`src/rtl/i2c_seq_pkg.sv`:
```
package i2c_seq_pkg;
   localparam int CMD_W        = 11;
   localparam int CMD_RD_BIT   = 8;
   localparam int CMD_STOP_BIT = 9;
   localparam int CMD_RS_BIT   = 10;
   localparam int TGT_W        = 10;
   localparam int CTL_W        = 7;

   localparam int CTL_MASTER   = 0;
   localparam int CTL_TENBIT   = 4;
   localparam int CTL_RSTEN    = 5;
   localparam logic [CTL_W-1:0] CTL_RESET = 7'h61;

   localparam logic [7:0] OFS_CTRL   = 8'h00;
   localparam logic [7:0] OFS_TARGET = 8'h04;
   localparam logic [7:0] OFS_FIFO   = 8'h10;
   localparam logic [7:0] OFS_ENABLE = 8'h6C;
   localparam logic [7:0] OFS_STATUS = 8'h70;
   localparam logic [7:0] OFS_TXLVL  = 8'h74;
   localparam logic [7:0] OFS_RXLVL  = 8'h78;
   localparam logic [7:0] OFS_ENSTAT = 8'h9C;

   typedef enum logic [2:0] {
      OP_START = 3'd0,
      OP_ADDR  = 3'd1,
      OP_WRITE = 3'd2,
      OP_READ  = 3'd3,
      OP_STOP  = 3'd4
   } bus_op_e;
endpackage

```
`src/rtl/i2c_seq_fifo.sv`:
```
module i2c_seq_fifo #(
   parameter int WIDTH = 8,
   parameter int DEPTH = 32
) (
   input  logic                         clk,
   input  logic                         rst_n,
   input  logic                         push,
   input  logic [WIDTH-1:0]             wdata,
   input  logic                         pop,
   output logic [WIDTH-1:0]             head,
   output logic                         full,
   output logic                         empty,
   output logic [$clog2(DEPTH+1)-1:0]   level
);
   localparam int PTR_W = $clog2(DEPTH);
   localparam int LVL_W = $clog2(DEPTH+1);

   if (DEPTH < 2) begin : g_bad_depth
      $error("i2c_seq_fifo: DEPTH must be at least 2");
   end
   if (WIDTH < 1) begin : g_bad_width
      $error("i2c_seq_fifo: WIDTH must be positive");
   end

   logic [WIDTH-1:0] mem [DEPTH];
   logic [PTR_W-1:0] wr_ptr, rd_ptr;
   logic             do_push, do_pop;

   assign full    = (level == LVL_W'(DEPTH));
   assign empty   = (level == '0);
   assign do_push = push && !full;
   assign do_pop  = pop && !empty;
   assign head    = mem[rd_ptr];

   function automatic logic [PTR_W-1:0] bump(input logic [PTR_W-1:0] p);
      return (p == PTR_W'(DEPTH-1)) ? '0 : p + 1'b1;
   endfunction

   always_ff @(posedge clk) begin
      if (do_push) mem[wr_ptr] <= wdata;
   end

   always_ff @(posedge clk or negedge rst_n) begin
      if (!rst_n) begin
         wr_ptr <= '0;
         rd_ptr <= '0;
         level  <= '0;
      end else begin
         if (do_push) wr_ptr <= bump(wr_ptr);
         if (do_pop)  rd_ptr <= bump(rd_ptr);
         if (do_push && !do_pop)      level <= level + 1'b1;
         else if (do_pop && !do_push) level <= level - 1'b1;
      end
   end
endmodule

```
`src/rtl/i2c_seq_ensync.sv`:
```
module i2c_seq_ensync #(
   parameter int STAGES = 2
) (
   input  logic clk,
   input  logic rst_n,
   input  logic en_req,
   input  logic busy,
   output logic en_sync,
   output logic en_stat
);
   if (STAGES < 1) begin : g_bad_stages
      $error("i2c_seq_ensync: STAGES must be at least 1");
   end

   logic [STAGES-1:0] chain;

   if (STAGES == 1) begin : g_single
      always_ff @(posedge clk or negedge rst_n) begin
         if (!rst_n) chain <= '0;
         else        chain <= en_req;
      end
   end else begin : g_chain
      always_ff @(posedge clk or negedge rst_n) begin
         if (!rst_n) chain <= '0;
         else        chain <= {chain[STAGES-2:0], en_req};
      end
   end

   assign en_sync = chain[STAGES-1];

   always_ff @(posedge clk or negedge rst_n) begin
      if (!rst_n) en_stat <= 1'b0;
      else        en_stat <= en_sync | (en_stat & busy);
   end
endmodule

```
`src/rtl/i2c_seq_fsm.sv`:
```
module i2c_seq_fsm
   import i2c_seq_pkg::*;
#(
   parameter int TW = TGT_W
) (
   input  logic           clk,
   input  logic           rst_n,
   input  logic           launch_ok,
   input  logic           ten_bit,
   input  logic           restart_ok,
   input  logic [TW-1:0]  target,
   input  logic [CMD_W-1:0] head,
   input  logic           tx_empty,
   input  logic           rx_full,
   output logic           tx_pop,
   output logic           rx_push,
   output logic           req,
   output bus_op_e        op,
   output logic [7:0]     op_data,
   input  logic           done,
   output logic           active,
   output logic           hold
);
   if (TW < 10) begin : g_bad_tw
      $error("i2c_seq_fsm: target width must cover 10-bit addresses");
   end

   typedef enum logic [2:0] {
      S_IDLE, S_START, S_ADDR_HI, S_ADDR_LO, S_XFER, S_GAP, S_STOP
   } seq_state_e;

   seq_state_e state_q, state_d;
   logic       dir_q, dir_d;
   logic       relaunch_q, relaunch_d;

   logic head_rd, head_stop, head_rs, turn;
   assign head_rd   = head[CMD_RD_BIT];
   assign head_stop = head[CMD_STOP_BIT];
   assign head_rs   = head[CMD_RS_BIT];
   assign turn      = head_rs || (head_rd != dir_q);

   always_comb begin
      state_d    = state_q;
      dir_d      = dir_q;
      relaunch_d = relaunch_q;
      req        = 1'b0;
      op         = OP_START;
      op_data    = '0;
      tx_pop     = 1'b0;
      rx_push    = 1'b0;
      case (state_q)
         S_IDLE: begin
            if (launch_ok && !tx_empty) begin
               state_d = S_START;
               dir_d   = head_rd;
            end
         end
         S_START: begin
            req = 1'b1;
            op  = OP_START;
            if (done) state_d = S_ADDR_HI;
         end
         S_ADDR_HI: begin
            req     = 1'b1;
            op      = OP_ADDR;
            op_data = ten_bit ? {5'b11110, target[9:8], dir_q}
                              : {target[6:0], dir_q};
            if (done) state_d = ten_bit ? S_ADDR_LO : S_XFER;
         end
         S_ADDR_LO: begin
            req     = 1'b1;
            op      = OP_ADDR;
            op_data = target[7:0];
            if (done) state_d = S_XFER;
         end
         S_XFER: begin
            req     = !tx_empty && !(head_rd && rx_full);
            op      = head_rd ? OP_READ : OP_WRITE;
            op_data = head_rd ? 8'h00 : head[7:0];
            if (req && done) begin
               tx_pop  = 1'b1;
               rx_push = head_rd;
               state_d = head_stop ? S_STOP : S_GAP;
            end
         end
         S_GAP: begin
            if (!tx_empty) begin
               if (!turn) begin
                  state_d = S_XFER;
               end else if (restart_ok) begin
                  state_d = S_START;
                  dir_d   = head_rd;
               end else begin
                  state_d    = S_STOP;
                  relaunch_d = 1'b1;
               end
            end
         end
         S_STOP: begin
            req = 1'b1;
            op  = OP_STOP;
            if (done) begin
               if (relaunch_q) begin
                  relaunch_d = 1'b0;
                  dir_d      = head_rd;
                  state_d    = S_START;
               end else begin
                  state_d = S_IDLE;
               end
            end
         end
         default: state_d = S_IDLE;
      endcase
   end

   always_ff @(posedge clk or negedge rst_n) begin
      if (!rst_n) begin
         state_q    <= S_IDLE;
         dir_q      <= 1'b0;
         relaunch_q <= 1'b0;
      end else begin
         state_q    <= state_d;
         dir_q      <= dir_d;
         relaunch_q <= relaunch_d;
      end
   end

   assign active = (state_q != S_IDLE);
   assign hold   = (state_q == S_GAP) && tx_empty;
endmodule

```
`src/rtl/i2c_cmd_sequencer.sv`:
```
module i2c_cmd_sequencer
   import i2c_seq_pkg::*;
#(
   parameter int ADDR_W         = 8,
   parameter int DATA_W         = 32,
   parameter int TX_DEPTH       = 32,
   parameter int RX_DEPTH       = 32,
   parameter int EN_SYNC_STAGES = 2
) (
   input  logic              clk,
   input  logic              rst_n,
   input  logic              reg_wr,
   input  logic              reg_rd,
   input  logic [ADDR_W-1:0] reg_addr,
   input  logic [DATA_W-1:0] reg_wdata,
   output logic [DATA_W-1:0] reg_rdata,
   output logic              eng_valid,
   output logic [2:0]        eng_op,
   output logic [7:0]        eng_data,
   input  logic              eng_done,
   input  logic [7:0]        eng_rdata,
   output logic              bus_hold,
   output logic              tx_ovf_evt,
   output logic              rx_udf_evt
);
   localparam int TX_LVL_W = $clog2(TX_DEPTH+1);
   localparam int RX_LVL_W = $clog2(RX_DEPTH+1);

   if (ADDR_W < 8) begin : g_bad_addr
      $error("i2c_cmd_sequencer: ADDR_W must hold an 8-bit offset");
   end
   if (DATA_W < CMD_W) begin : g_bad_data
      $error("i2c_cmd_sequencer: DATA_W must hold a command word");
   end

   logic [CTL_W-1:0] ctrl_q;
   logic [TGT_W-1:0] target_q;
   logic             en_reg_q;
   logic             en_sync, en_stat;

   logic                tx_push, tx_pop, tx_full, tx_empty;
   logic [CMD_W-1:0]    tx_head;
   logic [TX_LVL_W-1:0] tx_level;
   logic                rx_push, rx_pop, rx_full, rx_empty;
   logic [7:0]          rx_head;
   logic [RX_LVL_W-1:0] rx_level;

   logic    seq_active, seq_req;
   bus_op_e seq_op;

   logic hit_fifo;
   assign hit_fifo = (reg_addr == ADDR_W'(OFS_FIFO));
   assign tx_push  = reg_wr && hit_fifo;
   assign rx_pop   = reg_rd && hit_fifo;

   always_ff @(posedge clk or negedge rst_n) begin
      if (!rst_n) begin
         ctrl_q     <= CTL_RESET;
         target_q   <= '0;
         en_reg_q   <= 1'b0;
         tx_ovf_evt <= 1'b0;
         rx_udf_evt <= 1'b0;
      end else begin
         if (reg_wr && !en_stat && reg_addr == ADDR_W'(OFS_CTRL))
            ctrl_q <= reg_wdata[CTL_W-1:0];
         if (reg_wr && !en_stat && reg_addr == ADDR_W'(OFS_TARGET))
            target_q <= reg_wdata[TGT_W-1:0];
         if (reg_wr && reg_addr == ADDR_W'(OFS_ENABLE))
            en_reg_q <= reg_wdata[0];
         tx_ovf_evt <= tx_push && tx_full;
         rx_udf_evt <= rx_pop && rx_empty;
      end
   end

   always_comb begin
      reg_rdata = '0;
      case (reg_addr)
         ADDR_W'(OFS_CTRL):   reg_rdata = DATA_W'(ctrl_q);
         ADDR_W'(OFS_TARGET): reg_rdata = DATA_W'(target_q);
         ADDR_W'(OFS_FIFO):   reg_rdata = rx_empty ? '0 : DATA_W'(rx_head);
         ADDR_W'(OFS_ENABLE): reg_rdata = DATA_W'(en_reg_q);
         ADDR_W'(OFS_STATUS): reg_rdata = DATA_W'(seq_active);
         ADDR_W'(OFS_TXLVL):  reg_rdata = DATA_W'(tx_level);
         ADDR_W'(OFS_RXLVL):  reg_rdata = DATA_W'(rx_level);
         ADDR_W'(OFS_ENSTAT): reg_rdata = DATA_W'(en_stat);
         default:             reg_rdata = '0;
      endcase
   end

   i2c_seq_fifo #(.WIDTH(CMD_W), .DEPTH(TX_DEPTH)) u_txq (
      .clk(clk), .rst_n(rst_n),
      .push(tx_push), .wdata(reg_wdata[CMD_W-1:0]),
      .pop(tx_pop), .head(tx_head),
      .full(tx_full), .empty(tx_empty), .level(tx_level)
   );

   i2c_seq_fifo #(.WIDTH(8), .DEPTH(RX_DEPTH)) u_rxq (
      .clk(clk), .rst_n(rst_n),
      .push(rx_push), .wdata(eng_rdata),
      .pop(rx_pop), .head(rx_head),
      .full(rx_full), .empty(rx_empty), .level(rx_level)
   );

   i2c_seq_ensync #(.STAGES(EN_SYNC_STAGES)) u_en (
      .clk(clk), .rst_n(rst_n),
      .en_req(en_reg_q), .busy(seq_active),
      .en_sync(en_sync), .en_stat(en_stat)
   );

   i2c_seq_fsm #(.TW(TGT_W)) u_fsm (
      .clk(clk), .rst_n(rst_n),
      .launch_ok(en_stat && en_sync && ctrl_q[CTL_MASTER]),
      .ten_bit(ctrl_q[CTL_TENBIT]),
      .restart_ok(ctrl_q[CTL_RSTEN]),
      .target(target_q),
      .head(tx_head), .tx_empty(tx_empty), .rx_full(rx_full),
      .tx_pop(tx_pop), .rx_push(rx_push),
      .req(seq_req), .op(seq_op), .op_data(eng_data),
      .done(eng_done),
      .active(seq_active), .hold(bus_hold)
   );

   assign eng_valid = seq_req;
   assign eng_op    = seq_op;
endmodule

```
`config.mk`:
```
export PLATFORM = sky130hd
export DESIGN_NAME = i2c_cmd_sequencer
export DESIGN_NICKNAME = d
export VERILOG_FILES = /design/src/rtl/i2c_seq_pkg.sv /design/src/rtl/i2c_seq_fifo.sv /design/src/rtl/i2c_seq_ensync.sv /design/src/rtl/i2c_seq_fsm.sv /design/src/rtl/i2c_cmd_sequencer.sv
export SDC_FILE = /design/constraint.sdc
export NUM_CORES = 1
export LEC_CHECK = 0
export BUFFER_PORTS_ARGS = -buffer_cell sky130_fd_sc_hd__buf_2
export CORE_MARGIN = 4
export CORE_UTILIZATION = 56
export DETAILED_ROUTE_END_ITERATION = 8
export PLACE_DENSITY_LB_ADDON = 0.08
export SYNTH_ARGS = -nofsm -noshare
export SYNTH_HDL_FRONTEND = slang
export SYNTH_SLANG_ARGS = --single-unit
```
`constraint.sdc`:
```
create_clock -name clk -period 3.35 [get_ports clk]
set_input_delay 0.67 -clock clk [delete_from_list [all_inputs] [get_ports clk]]
set_output_delay 0.67 -clock clk [all_outputs]
set_load 0.02 [all_outputs]
```
# After elaboration in Yosys (flattened, before gate mapping)
# Memory sizes are Yosys's and may differ from the RTL's.
# Cells that the tools add are included.
# classes
n_addsub	8
multipliers	0
div_mod_pow	0
order_cmp	0
eq_ne	31
shift	0
muxes	49
bitwise_logic	2
reduce_logical	48
# op_table
cell	count
$pmux W10 S8	1
$eq A8 B7 Y1 const B	4
$mux W3	10
$mux W6	4
$mux W8	3
$pmux W8 S3	1
$logic_and A1 B1 Y1	23
$pmux W3 S7	1
$add A5 B1 Y5 const B	4
$eq A5 B5 Y1 const B	4
$mux W1	20
$mux W5	4
$ne A2 B2 Y1 const B	7
$reduce_and A7 Y1	2
$add A6 B1 Y6 const B	2
$eq A6 B6 Y1 const B	2
$logic_not A6 Y1	2
$sub A6 B1 Y6 const B	2
$logic_not A1 Y1	10
$eq A3 B3 Y1 const B	3
$pmux W3 S3	1
$eq A8 B3 Y1 const B	1
$eq A8 B5 Y1 const B	1
$eq A8 B8 Y1 const B	1
17 further kinds	25
# totals
ff_bits	60
latchBits	0
mem_bits_rw	608
romBits	0
out_inout_bits	47
word_cells	156
memories	2
# mem_list
memory	words	width	rd	rd_clocked_by_memory_dff	write_ports	line_no	text
u_txq.mem	32	11	1	0	1	i2c_seq_fifo.sv:25	logic [WIDTH-1:0] mem [DEPTH];
u_rxq.mem	32	8	1	0	1	i2c_seq_fifo.sv:25	

# Longest topological paths before layout
# depth
depth_word	12
depth_mapped	18
depth_no_buf	16

# Cells and area by module
# From an unflattened synthesis, not the netlist that was laid out.
# unflattened
cells_unflattened	1550
area_unflattened_um2	27822.9
# by_module_without_submodules
mod	n_inst	cells_each	area_each_um2
i2c_seq_fifo (u_txq)	1	733	14606.5
i2c_seq_fifo (u_rxq)	1	580	11015.6
i2c_cmd_sequencer	1	124	1347.5
i2c_seq_fsm	1	109	770.7
i2c_seq_ensync	1	4	82.6

# Worst setup path after synthesis
# No wires, ideal clock.
# synth_timing
path_type	in2reg
from	in reg_addr[1]
to	reg u_txq.level[5]
setup_time_ns	0.127
arrival_time_ns	3.438
t_required_ns	3.223
setup_slack_ns	-0.215
stages	15
cell_sequence	or3_1 > or4_4 > nor2b_4 > nand3_2 > inv_2 > ha_1 > inv_1 > ha_1 > a21o_1 > a21oi_1 > o21bai_1 > a21oi_1 > xnor2_1 > nor2_1 > xor2_1
# synth_via
elab_chain_len	6
# synth_rtl
item	line_no	text
start: declaration	i2c_cmd_sequencer.sv:14	input logic [ADDR_W-1:0] reg_addr,
$eq A8 B5 Y1 (*)	i2c_cmd_sequencer.sv:52	assign hit_fifo = (reg_addr == ADDR_W'(OFS_FIFO));
$logic_and A1 B1 Y1 (*)	i2c_cmd_sequencer.sv:53	assign tx_push = reg_wr && hit_fifo;
$logic_and A1 B1 Y1 (*)	i2c_seq_fifo.sv:31	assign do_push = push && !full;
named net u_txq.do_push	i2c_seq_fifo.sv:27	logic do_push, do_pop;
$logic_not A1 Y1	i2c_seq_fifo.sv:52	else if (do_pop && !do_push) level <= level - 1'b1;
$logic_and A1 B1 Y1	i2c_seq_fifo.sv:52	
$reduce_bool A2 Y1 (no source line)	--	
end signal: assignment	i2c_seq_fifo.sv:51	if (do_push && !do_pop) level <= level + 1'b1;
end signal: assignment	i2c_seq_fifo.sv:52	
end: declaration	i2c_seq_fifo.sv:13	output logic [$clog2(DEPTH+1)-1:0] level
# Mark *: on every way through the listed nets, which the timed path passes. The rest lies on a longest branch.
# A chain may end at the register's enable or synchronous reset.

# Final worst setup path
# layout_timing
from	reg u_rxq.rd_ptr[0]
to	out reg_rdata[1]
# layout_via
elab_chain_len	3
# layout_rtl
item	line_no	text
start: declaration	i2c_seq_fifo.sv:26	logic [PTR_W-1:0] wr_ptr, rd_ptr;
start signal: assignment	i2c_seq_fifo.sv:50	if (do_pop) rd_ptr <= bump(rd_ptr);
$mem_v2 Z32 W8	--	
$mux W8	i2c_cmd_sequencer.sv:80	ADDR_W'(OFS_FIFO): reg_rdata = rx_empty ? '0 : DATA_W'(rx_head);
$pmux W10 S8	i2c_cmd_sequencer.sv:77	case (reg_addr)
end: declaration	i2c_cmd_sequencer.sv:16	output logic [DATA_W-1:0] reg_rdata,
# Every way passes these cells.

==> flow_summary.json <==
{
  "htreeDepth": 3,
  "core_sq_mm": 0.0480,
  "finalCriticalPeriod_ps": 3730,
  "yosysTopAreaCell": "edfxtp_1",
  "vias_per_cell": 6.13,
  "cts_tree": "done",
  "cp_data_arrival_time_ps": 3060,
  "violations": "negative setup slack",
  "max_cap_viol_count": 0,
  "required_ps": 2680,
  "drv_slew": 0,
  "syn2layout_area_growth_pct": 19.1,
  "r2r_setup_slack_ps": 0,
  "yosys-top-cells-count": "608 x edfxtp_1, 177 x mux4_2, 111 x nor2_1",
  "synth.area.mux_share_pct": 16.9,
  "hpwl_um": 38900,
  "fmax_mhz": 268,
  "die_h_um": 229,
  "hold_ws_ps": 347,
  "port_buffers": 56,
  "startpoint_type": "flop",
  "worstRegToRegCells": 18,
  "leakage_nw": 11.1,
  "layout_setup_ws_ps": -383,
  "ys.flop_type": "edfxtp_1",
  "yosys.area_share.adder_pct": 1.24,
  "route.vias.total": 14503,
  "synthCells": 1425,
  "synth_xor_area_share_pct": 0.484,
  "finalSetupViolCount": 19,
  "placed_area_sq_mm": 0.0296,
  "hold_viol_final": 0,
  "crit_end": "reg_rdata[1]",
  "max-clock-path-buffers": 3,
  "synth-edff-count": 608,
  "routabilityCongestion": 0.871,
  "final_net_count": 1774,
  "synth.avg_cell_area_sq_um": 19.2,
  "overflow": 0,
  "max-slew-margin-rel_pct": 48.6,
  "worstSkewPairLatency_ps": 610,
  "start_util_pct": 57.0,
  "dieArea_sq_mm": 0.0525,
  "syn_area_sq_mm": 0.0274,
  "yosysSeqAreaShare_pct": 72.1,
  "ys_seq_elements": 668,
  "worst_pin_slew_ps": 771,
  "synth_top_family_by_area": "multiplexers",
  "synth_compound_gate_area_share_pct": 2.74,
  "wl_per_cell_um": 26.4,
  "synth_top_area_share_pct": 66.6,
  "timing.rr.end": "u_rxq.level[5]$_DFFE_PN0P_",
  "critPathKind": "reg -> out",
  "r2r_start": "u_txq.rd_ptr[1]$_DFFE_PN0P_",
  "skew_ps": 20.7,
  "grt_pass1_vias": 14679,
  "grt_setup_unrepaired": "yes",
  "synthMostInstantiatedCell": "edfxtp_1",
  "cts.sinks": 668,
  "synth.distinct_cells": 64,
  "synthTopCellsByArea": "edfxtp_1 67%, mux4_2 15%, dfrtp_1 5.2%",
  "cts_buffers": 71,
  "path_max_fanout": 8,
  "fin_setup_tns_ps": -5790,
  "grt_pass1_wl_um": 94000,
  "num_antenna_cells": 0,
  "clk_pin_slew_worst_paths_ps": 60,
  "clockRootBuffer": "clkbuf_16",
  "yosysWarnings": 0,
  "io_pins": 100,
  "wl_um": 62600,
  "antenna_found_initial": 2,
  "rows": 80,
  "fill_cells": 3123,
  "design_area_sq_mm": 0.0326,
  "grt_use_total_pct": 24.1,
  "outcome": "finished with violations",
  "min_path_type": "in -> reg",
  "pwr_density_cell_mw_per_mm2": 709,
  "synthArstFlopShare_pct": 8.98,
  "synth-simple-area-share_pct": 4.58,
  "layout_worst_path_cycle_share_pct": 111,
  "firstDrtPassIters": 6,
  "critPathCaptureType": "output port",
  "grt_max_degree": 55,
  "drt_iter0_markers": 1610,
  "setup.worst_path.start": "u_rxq.rd_ptr[0]$_DFFE_PN0P_",
  "die_w_um": 229,
  "drcViolationCount": 0,
  "antenna_left": 0,
  "drive_gt1_share_pct": 35.5,
  "irDropWorstVdd_v": 0.000533
}
-- worst min-delay path by stage --
stage,start,to,slack (ps),cells past startpoint
5_1_grt,eng_done,u_fsm.relaunch_q$_DFFE_PN0P_,340,2
4_1_cts,reg_wr,tx_ovf_evt$_DFF_PN0_,310,3
3_3_place_gp,u_en.chain[0]$_DFF_PN0_,u_en.chain[1]$_DFF_PN0_,340,0
3_5_place_dp,u_en.chain[0]$_DFF_PN0_,u_en.chain[1]$_DFF_PN0_,340,0
2_1_floorplan,u_en.chain[0]$_DFF_PN0_,u_en.chain[1]$_DFF_PN0_,330,0
6_report,eng_done,u_fsm.relaunch_q$_DFFE_PN0P_,350,2
-- metrics by stage --
| stage | worst slack (ps) | total power [mW] | util, % | instances |
|---|---|---|---|---|
| 3_5_place_dp | -205 | 15.0 | 61.5 | 2193 |
| 6_report | -383 | 23.2 | 67.9 | 2366 |
| 3_3_place_gp | -165 | 14.9 | 61.5 | 2193 |
| 5_1_grt | -475 | 24.1 | 67.9 | 2366 |
| 4_1_cts | -418 | 23.0 | 67.4 | 2353 |
| 2_1_floorplan | -36.6 | 13.2 | - | 1446 |
-- state kept, by name, indices dropped and copies added (netlist names), 3 cells and up --
signal / count
u_txq.level: 6
u_rxq.rd_ptr: 5
u_txq.wr_ptr: 5
u_txq.mem: 352
u_txq.rd_ptr: 5
target_q: 10
u_rxq.wr_ptr: 5
ctrl_q: 7
u_rxq.mem: 256
u_fsm.state_q: 3
u_rxq.level: 6
-- critical path: stages, from the launching register on --
cell	delay, ps
dfrtp_4	430
buf_12	180
buf_12	150
buf_6	100
mux4_2	480
mux4_2	550
mux2i_1	210
o211ai_1	150
buf_4	200
-- kinds of logic (layout without fill, tap and decap cells) --
family	after synthesis	count (layout)
compound gates	116	116
simple gates	260	260
mux	238	238
flops	668	668
other cells	1	22
xor+xnor	13	13
buf+inv	103	408
fa+ha+maj	26	26
-- metal layers --
layer	GRT usage, %	share of wire, %	vias up
met5	0	0.037	-
met1	36.7	43	7522
met2	35.5	46	570
met3	6.39	8.5	106
li1	-	-	6301
met4	6.20	2.2	4
-- cells in the final DEF, fill, tap and decap left out, types with 6 or more instances in the layout --
cell,Yosys,routed
edfxtp_1,608,608
mux4_2,177,177
buf_4,23,169
nor2_1,111,108
clkbuf_16,0,80
nand2_1,56,54
dfrtp_1,57,52
buf_2,18,41
o21ai_0,34,30
a21oi_1,27,24
mux2i_1,36,24
clkbuf_1,27,24
conb_1,1,22
buf_6,5,22
mux2_2,20,20
ha_1,24,20
buf_12,0,19
nand3_1,13,13
clkinv_1,0,13
inv_1,15,12
nor3_1,9,9
nor2b_1,11,9
and3_1,9,9
mux2i_2,0,8
nand2b_1,8,8
nand3b_1,8,8
xnor2_1,8,8
a22oi_1,7,7
o211ai_1,6,6
or3_1,8,6
o31ai_1,6,6
-- final cells by class --
cell class                      count  area [sq um]  share of cell area, %
Timing Repair Buffer              262          2370                   7.25
Multi-Input combinational cell    675          7440                   22.8
Clock inverter                     28           229                  0.701
Sequential cell                   668         19800                   60.6
Inverter                           17          73.8                  0.226
Tap cell                          615           769                   2.36
Clock buffer                      101          1990                   6.11
-- power breakdown --
group	total [mW]	internal [mW]	switching, mW	leakage (nW)
logic	6.11	3.05	3.06	3.84
clock network	7.48	4.39	3.09	1.07
registers	9.56	9.30	0.264	6.22
-- timing repair --
action,4_1_cts,5_1_grt
hold buffers,1,0
cloned,6,5
gates resized for setup,52,36
endpoints found under the hold margin,6,0
pin swaps,11,19
buffers inserted,24,11
endpoints found under the setup margin,18,22
Power figures use the tool's default switching activity.
